`config.mk`:
```
export PLATFORM = sky130hd
export DESIGN_NAME = tw_cfg_slave
export DESIGN_NICKNAME = d
export VERILOG_FILES = /design/src/rtl/tw_cfg_pkg.sv /design/src/rtl/tw_sync.sv /design/src/rtl/tw_frame.sv /design/src/rtl/tw_regbank.sv /design/src/rtl/tw_cfg_slave.sv
export SDC_FILE = /design/constraint.sdc
export NUM_CORES = 1
export LEC_CHECK = 0
export CORE_MARGIN = 2
export CORE_UTILIZATION = 25
export CTS_CLUSTER_SIZE = 28
export DETAILED_ROUTE_END_ITERATION = 10
export GPL_TIMING_DRIVEN = 0
export PLACE_DENSITY_LB_ADDON = 0.1
export SETUP_SLACK_MARGIN = 0.15
export SLEW_MARGIN = 0
export SYNTH_ARGS = -nofsm -noshare
export SYNTH_HDL_FRONTEND = slang
export SYNTH_SLANG_ARGS = --single-unit
export TNS_END_PERCENT = 50
```
`constraint.sdc`:
```
create_clock -name clk -period 5.3 [get_ports clk]
set_clock_uncertainty 0.1 [all_clocks]
set_input_delay 0.53 -clock clk [delete_from_list [all_inputs] [get_ports clk]]
set_output_delay 0.53 -clock clk [all_outputs]
set_load 0.03 [all_outputs]
```
`src/rtl/tw_cfg_pkg.sv`:
```
package tw_cfg_pkg;
  localparam int DATA_W = 20;
  localparam int ADDR_W = 4;
  localparam int REG_N  = 11;
  localparam int FRAME_LEN = ADDR_W + 1 + DATA_W;
  localparam int N_W = 13;
  localparam int A_W = 7;

  // reset value of each configuration register
  function automatic logic [DATA_W-1:0] reg_default(input int idx);
    case (idx)
      0:  return 20'h00008;
      1:  return 20'h02A05;
      2:  return 20'hFFE44;
      3:  return 20'h03980;
      4:  return 20'h7ABEF;
      5:  return 20'h7E1D2;
      6:  return 20'h82408;
      7:  return 20'h82408;
      8:  return 20'h0FF80;
      9:  return 20'hB2007;
      10: return 20'h10C13;
      default: return '0;
    endcase
  endfunction

  function automatic logic [N_W-1:0] n_field(input logic [DATA_W-1:0] w);
    return w[DATA_W-1 -: N_W];
  endfunction

  function automatic logic [A_W-1:0] a_field(input logic [DATA_W-1:0] w);
    return w[A_W-1:0];
  endfunction
endpackage

```
`src/rtl/tw_sync.sv`:
```
module tw_sync #(
  parameter int W = 4
) (
  input  logic         clk,
  input  logic         rst_n,
  input  logic [W-1:0] din,
  output logic [W-1:0] dout
);
  logic [W-1:0] meta;
  logic [W-1:0] stab;

  for (genvar i = 0; i < W; i++) begin : g_bit
    always_ff @(posedge clk or negedge rst_n) begin
      if (!rst_n) begin
        meta[i] <= 1'b0;
        stab[i] <= 1'b0;
      end else begin
        meta[i] <= din[i];
        stab[i] <= meta[i];
      end
    end
  end

  assign dout = stab;
endmodule

```
`src/rtl/tw_frame.sv`:
```
module tw_frame #(
  parameter int DW = 20,
  parameter int AW = 4,
  localparam int FL = AW + 1 + DW,
  localparam int CW = $clog2(FL + 1)
) (
  input  logic          clk,
  input  logic          rst_n,
  input  logic          en,
  input  logic          sclk_q,
  input  logic          le_q,
  input  logic          sd_q,
  input  logic [DW-1:0] rd_word,
  output logic [AW-1:0] addr,
  output logic          we,
  output logic [DW-1:0] wdata,
  output logic          sd_out,
  output logic          sd_oe,
  output logic          sclk_rise,
  output logic          sclk_fall,
  output logic          le_rise,
  output logic [CW-1:0] bit_cnt
);
  localparam logic [CW-1:0] FULL = CW'(FL);
  localparam logic [CW-1:0] RW_DONE = CW'(AW + 1);

  logic          sclk_d, le_d, rw;
  logic [DW-1:0] shin, shout;

  assign sclk_rise = sclk_q & ~sclk_d;
  assign sclk_fall = ~sclk_q & sclk_d;
  assign le_rise   = le_q & ~le_d;

  always_ff @(posedge clk or negedge rst_n) begin
    if (!rst_n) begin
      sclk_d  <= 1'b0;
      le_d    <= 1'b0;
      bit_cnt <= '0;
      addr    <= '0;
      rw      <= 1'b0;
      shin    <= '0;
      shout   <= '0;
      sd_oe   <= 1'b0;
    end else begin
      sclk_d <= sclk_q;
      le_d   <= le_q;
      if (!en || le_rise) begin
        bit_cnt <= '0;
        sd_oe   <= 1'b0;
      end else begin
        if (sclk_rise && !le_q && bit_cnt < FULL) begin
          if (bit_cnt < CW'(AW))       addr <= {sd_q, addr[AW-1:1]};
          else if (bit_cnt == CW'(AW)) rw   <= sd_q;
          else                         shin <= {sd_q, shin[DW-1:1]};
          bit_cnt <= bit_cnt + CW'(1);
        end
        if (sclk_fall && !le_q && bit_cnt >= RW_DONE && !rw) begin
          if (!sd_oe) begin
            shout <= rd_word;
            sd_oe <= 1'b1;
          end else begin
            shout <= {1'b0, shout[DW-1:1]};
          end
        end
      end
    end
  end

  assign we     = en && le_rise && rw && (bit_cnt == FULL);
  assign wdata  = shin;
  assign sd_out = sd_oe & shout[0];
endmodule

```
`src/rtl/tw_regbank.sv`:
```
module tw_regbank
  import tw_cfg_pkg::*;
#(
  parameter int DW = 20,
  parameter int AW = 4,
  parameter int NREG = 11
) (
  input  logic               clk,
  input  logic               rst_n,
  input  logic               we,
  input  logic [AW-1:0]      addr,
  input  logic [DW-1:0]      wdata,
  output logic [DW-1:0]      rdata,
  output logic [NREG*DW-1:0] q_flat
);
  logic [DW-1:0] q [NREG];

  for (genvar i = 0; i < NREG; i++) begin : g_reg
    localparam logic [DW-1:0] RST = DW'(reg_default(i));
    always_ff @(posedge clk or negedge rst_n) begin
      if (!rst_n)                        q[i] <= RST;
      else if (we && addr == AW'(i))     q[i] <= wdata;
    end
    assign q_flat[i*DW +: DW] = q[i];
  end

  always_comb begin
    rdata = '0;
    for (int i = 0; i < NREG; i++)
      if (addr == AW'(i)) rdata = q[i];
  end
endmodule

```
`src/rtl/tw_cfg_slave.sv`:
```
module tw_cfg_slave
  import tw_cfg_pkg::*;
#(
  parameter int DW = DATA_W,
  parameter int AW = ADDR_W,
  parameter int NREG = REG_N,
  localparam int CW = $clog2(AW + 1 + DW + 1)
) (
  input  logic               clk,
  input  logic               rst_n,
  input  logic               mode_sel,
  input  logic               sclk,
  input  logic               sle,
  input  logic               sdio_in,
  output logic               sdio_out,
  output logic               sdio_oe,
  output logic [2:0]         chan_code,
  output logic [NREG*DW-1:0] cfg_out,
  output logic [N_W-1:0]     n_count,
  output logic [A_W-1:0]     a_count
);
  logic [3:0]    pins_q;
  logic          mode_q, sclk_q, le_q, sd_q;
  logic          sclk_rise, sclk_fall, le_rise, commit_we;
  logic [CW-1:0] bit_cnt;
  logic [AW-1:0] f_addr;
  logic [DW-1:0] f_wdata, rd_word;

  tw_sync #(.W(4)) u_sync (
    .clk(clk), .rst_n(rst_n),
    .din({mode_sel, sclk, sle, sdio_in}),
    .dout(pins_q)
  );
  assign {mode_q, sclk_q, le_q, sd_q} = pins_q;

  tw_frame #(.DW(DW), .AW(AW)) u_frame (
    .clk(clk), .rst_n(rst_n), .en(mode_q),
    .sclk_q(sclk_q), .le_q(le_q), .sd_q(sd_q),
    .rd_word(rd_word), .addr(f_addr), .we(commit_we), .wdata(f_wdata),
    .sd_out(sdio_out), .sd_oe(sdio_oe),
    .sclk_rise(sclk_rise), .sclk_fall(sclk_fall), .le_rise(le_rise),
    .bit_cnt(bit_cnt)
  );

  tw_regbank #(.DW(DW), .AW(AW), .NREG(NREG)) u_bank (
    .clk(clk), .rst_n(rst_n), .we(commit_we), .addr(f_addr),
    .wdata(f_wdata), .rdata(rd_word), .q_flat(cfg_out)
  );

  assign chan_code = mode_q ? 3'b000 : {sclk_q, le_q, sd_q};
  assign n_count   = n_field(cfg_out[DW +: DW]);
  assign a_count   = a_field(cfg_out[DW +: DW]);
endmodule

```
==> metrics.log <==
INFO  metric globalRoute.busiestLayer = met2
INFO  metric gr-usage-met2 = 0.337
INFO  metric final_layout_size_suffix_gt1_frac = 0.329
INFO  metric grt_setup_unrepaired = no
INFO  metric synth.ff_latch_count = 281
INFO  metric run_status = completed
INFO  metric worstHoldEndpoint = u_sync.dout[1]
INFO  metric muxShareOfSynthArea = 0.257
INFO  metric numCtsBuffers = 37
INFO  metric detailroute.via_count = 9929
INFO  metric grt.met3_usage = 0.0511
INFO  metric cp_common_cell = sky130_fd_sc_hd__clkbuf_1
INFO  metric path_buf_inv = 4
INFO  metric rows = 84
INFO  metric synthTopCellsByArea = sky130_fd_sc_hd__dfrtp_1, sky130_fd_sc_hd__mux2_2, sky130_fd_sc_hd__dfstp_2, sky130_fd_sc_hd__a21oi_1, sky130_fd_sc_hd__mux2i_1
INFO  metric cp_cell_sequence = clkbuf_1, clkbuf_1, clkbuf_1, and2_1, clkdlybuf4s50_1
INFO  metric synthMostInstantiatedCell = sky130_fd_sc_hd__mux2_2
INFO  metric max_cap_viol_count = 0
INFO  metric worst-endpoint-required = 4670 ps
INFO  metric hold_violations = 0
INFO  metric reg2reg_depth = 7
INFO  metric antenna_left = 0
INFO  metric fmax = 0.254 GHz
INFO  metric cts_htree_levels = 2
INFO  metric hold_path.class = reg2reg
INFO  metric p_per_area = 318 nW/um^2
INFO  metric worst_setup_hold_path_clk_slew = 60 ps
INFO  metric grt_start_max_net_pins = 91
INFO  metric dpl_cells = 1994
INFO  metric post_synth_xor_area_fraction = 0.00199
INFO  metric netlist.area_leader.share = 0.382
INFO  metric area_of_the_multi_input_gates = 5380 um^2
INFO  metric groute.usage.overall = 0.204
INFO  metric grt_remaining_overflow = 0
INFO  metric core_region_area = 52300 um^2
INFO  metric grt_antenna_before_repair = 0
INFO  metric path_class = reg2out
INFO  metric number_of_setup_violations_in_the_final_report = 0
INFO  metric dp_hpwl = 41000 um
INFO  metric die_w = 234 um
INFO  metric fin_tns_setup = 0 ps
INFO  metric avgRoutedWirePerCell = 26.9 um
INFO  metric synthSimpleGateAreaFrac = 0.0527
INFO  metric final_cells = 2063
INFO  metric ys_seq_area_frac = 0.541
INFO  metric seq_area = 7130 um^2
INFO  metric max-clock-path-buffers = 3
INFO  metric worstReg2RegStart = u_frame.addr[0]
INFO  metric grt_pass1_vias = 10200
INFO  metric drv_slew = 0
INFO  metric whs_path_depth = 0
INFO  metric antenna_cells = 0
INFO  metric timing.critical_path.arrival = 3310 ps
INFO  metric hold_path_startpoint = u_sync.meta[1]
INFO  metric drt-total-wl = 55500 um
INFO  metric synth_top_family_by_area = multiplexers
INFO  metric critical-path-slowest-cell = sky130_fd_sc_hd__clkdlybuf4s50_1
INFO  metric synth_compound_area_frac = 0.0940
INFO  metric critical_path.reg2reg.endpoint = u_frame.shout[18]
INFO  metric clock_sinks = 281
INFO  metric post_synth_most_frequent_cells = sky130_fd_sc_hd__mux2_2, sky130_fd_sc_hd__dfrtp_1, sky130_fd_sc_hd__dfstp_2, sky130_fd_sc_hd__a21oi_1, sky130_fd_sc_hd__o21ai_0
INFO  metric layout_worst_path_cycle_share = 0.743
INFO  metric crit_path_max_incr_delay = 680 ps
INFO  metric layout.nets = 1355
INFO  metric area_growth_syn_to_layout = 35.3%
INFO  metric largest_fanout_on_the_critical_path = 10
INFO  metric power.static_leakage = 7.52 nW
INFO  metric leading_register_cell_type_out_of_synthesis = sky130_fd_sc_hd__dfrtp_1
INFO  metric drt_drc = 0
INFO  metric boundaryPins = 251
INFO  metric synth_edf_count = 0
INFO  metric place.port_buffers = 250
INFO  metric number_of_nets_produced_by_synthesis = 1062
INFO  metric synth_fa_ha_area_frac = 0.00285
INFO  metric timing.critical_path.max_delay_family = buffers and inverters
INFO  metric slew-limit-headroom = 0.367
INFO  metric global_route_wire_length_before_repair = 78300 um
INFO  metric worstSkewPairLatency = 560 ps
INFO  metric post_synth_instance_area = 13200 um^2
INFO  metric cts_root_buf = sky130_fd_sc_hd__clkbuf_16
INFO  metric startpoint_type = flop
INFO  metric min_period = 3940 ps
INFO  metric drt_first_iter_violations = 611
INFO  metric clock_tree_from_tritoncts = yes
INFO  metric yosys_warnings = 0
INFO  metric ir_worst_vdd = 0.191 mV
INFO  metric cell_type_contributing_the_most_total_cell_area_after_synthesis = sky130_fd_sc_hd__dfrtp_1
INFO  metric die_area = 54500 um^2
INFO  metric setup.worst_path.end_class = output port
INFO  metric detail_route.first_pass.iterations = 5
INFO  metric vertical_die_dimension = 234 um
INFO  metric synthesis.area_per_instance = 12.5 um^2
INFO  metric ys_types = 60
INFO  metric detail_route.vias_per_cell = 4.81
INFO  metric nFillCells = 5277
INFO  metric tightest_slew = 949 ps
INFO  metric rrSetupSlack = 2280 ps
INFO  metric initial_utilization = 0.252
INFO  metric globalplace.congestion = 0.838
INFO  metric synth_async_sr_flop_share = 1.00
INFO  metric grtUsageMet1 = 0.264
INFO  metric netlist_instances = 1053
==> worst register-to-register path: cells and delay by family, from the launching register on <==
family,cells,cell delay (ps)
compound gates,4,1050
buf+inv,2,830
flops,1,320
simple gates,1,640
==> per-layer routing <==
metal / part of all wire / up-vias
met4: 0.020 / 0
met2: 0.49 / 308
met3: 0.067 / 64
met1: 0.43 / 5167
li1: - / 4390
met5: 0 / -
==> layout by cell type (no fill, tap or decap), types with 39 or more instances in the layout <==
| cell type | synthesis | routed |
|---|---|---|
| sky130_fd_sc_hd__clkdlybuf4s50_1 | 0 | 249 |
| sky130_fd_sc_hd__mux2_2 | 239 | 239 |
| sky130_fd_sc_hd__dfrtp_1 | 201 | 201 |
| sky130_fd_sc_hd__dfstp_2 | 80 | 80 |
| sky130_fd_sc_hd__a21oi_1 | 65 | 65 |
| sky130_fd_sc_hd__o21ai_0 | 63 | 63 |
| sky130_fd_sc_hd__nor2_1 | 61 | 61 |
| sky130_fd_sc_hd__clkbuf_1 | 32 | 47 |
| sky130_fd_sc_hd__clkbuf_16 | 0 | 39 |
==> kinds of logic (layout without fill, tap and decap cells) <==
kind of cell | count (synthesis) | count (layout)
mux | 296 | 296
flops | 281 | 281
compound gates | 208 | 208
simple gates | 141 | 141
buf+inv | 121 | 443
fa+ha+maj | 3 | 3
xor+xnor | 3 | 3
==> worst max-delay path by stage <==
stage,startpoint,end,cells after the start
floorplan,u_frame.sd_oe,sdio_out,4
global route,u_frame.sd_oe,sdio_out,5
detailed placement,u_frame.sd_oe,sdio_out,5
finish,u_frame.sd_oe,sdio_out,5
global placement,rst_n,u_bank.q_flat[146],1
CTS,u_frame.sd_oe,sdio_out,5
==> report_power, final <==
part	switching (mW)	internal [mW]	leakage, nW
Sequential	0.00967	2.16	3.61
Clock	0.989	1.50	0.587
Combinational	0.754	0.261	3.33
==> area by class of cell <==
cell class / instances / area share
multi-input cells: 651 / 0.302
repair buffers: 254 / 0.146
clock buffers: 61 / 0.0633
well taps: 688 / 0.0483
plain buffers: 112 / 0.0352
clock inverters: 7 / 0.00358
inverters: 9 / 0.00190
flip-flops and latches: 281 / 0.400
==> flip-flops by register name, summed over array words and instances (netlist names) <==
signal and cells:
u_bank.q_flat 220, u_frame.addr 4, u_frame.bit_cnt 5, u_frame.le_d 1, u_frame.rw 1, u_frame.sclk_d 1, u_frame.sd_oe 1, u_frame.shout 20
u_frame.wdata 20, u_sync.dout 4, u_sync.meta 4
==> per-stage QoR <==
stage / worst slack, ps / total power, mW / hold slack (ps) / instance area (um^2) / utilization
5_1_grt: 1200 / 5.89 / 252 / 17800 / 0.341
3_5_place_dp: 1920 / 3.22 / 235 / 16600 / 0.318
3_3_place_gp: -9650 / 3.21 / 231 / 16500 / 0.316
2_1_floorplan: 3000 / 2.75 / 134 / 13200 / -
6_report: 1360 / 5.68 / 241 / 17800 / 0.341
4_1_cts: 1320 / 5.75 / 248 / 17800 / 0.341
==> repair_timing <==
| item | 4_1_cts | 5_1_grt |
|---|---|---|
| gates resized for setup | 0 | 0 |
| hold buffers | 1 | 0 |
| endpoints found under the hold margin | 30 | 0 |
| buffers inserted | 0 | 0 |
Note: power is estimated with default switching activity, not from simulation.
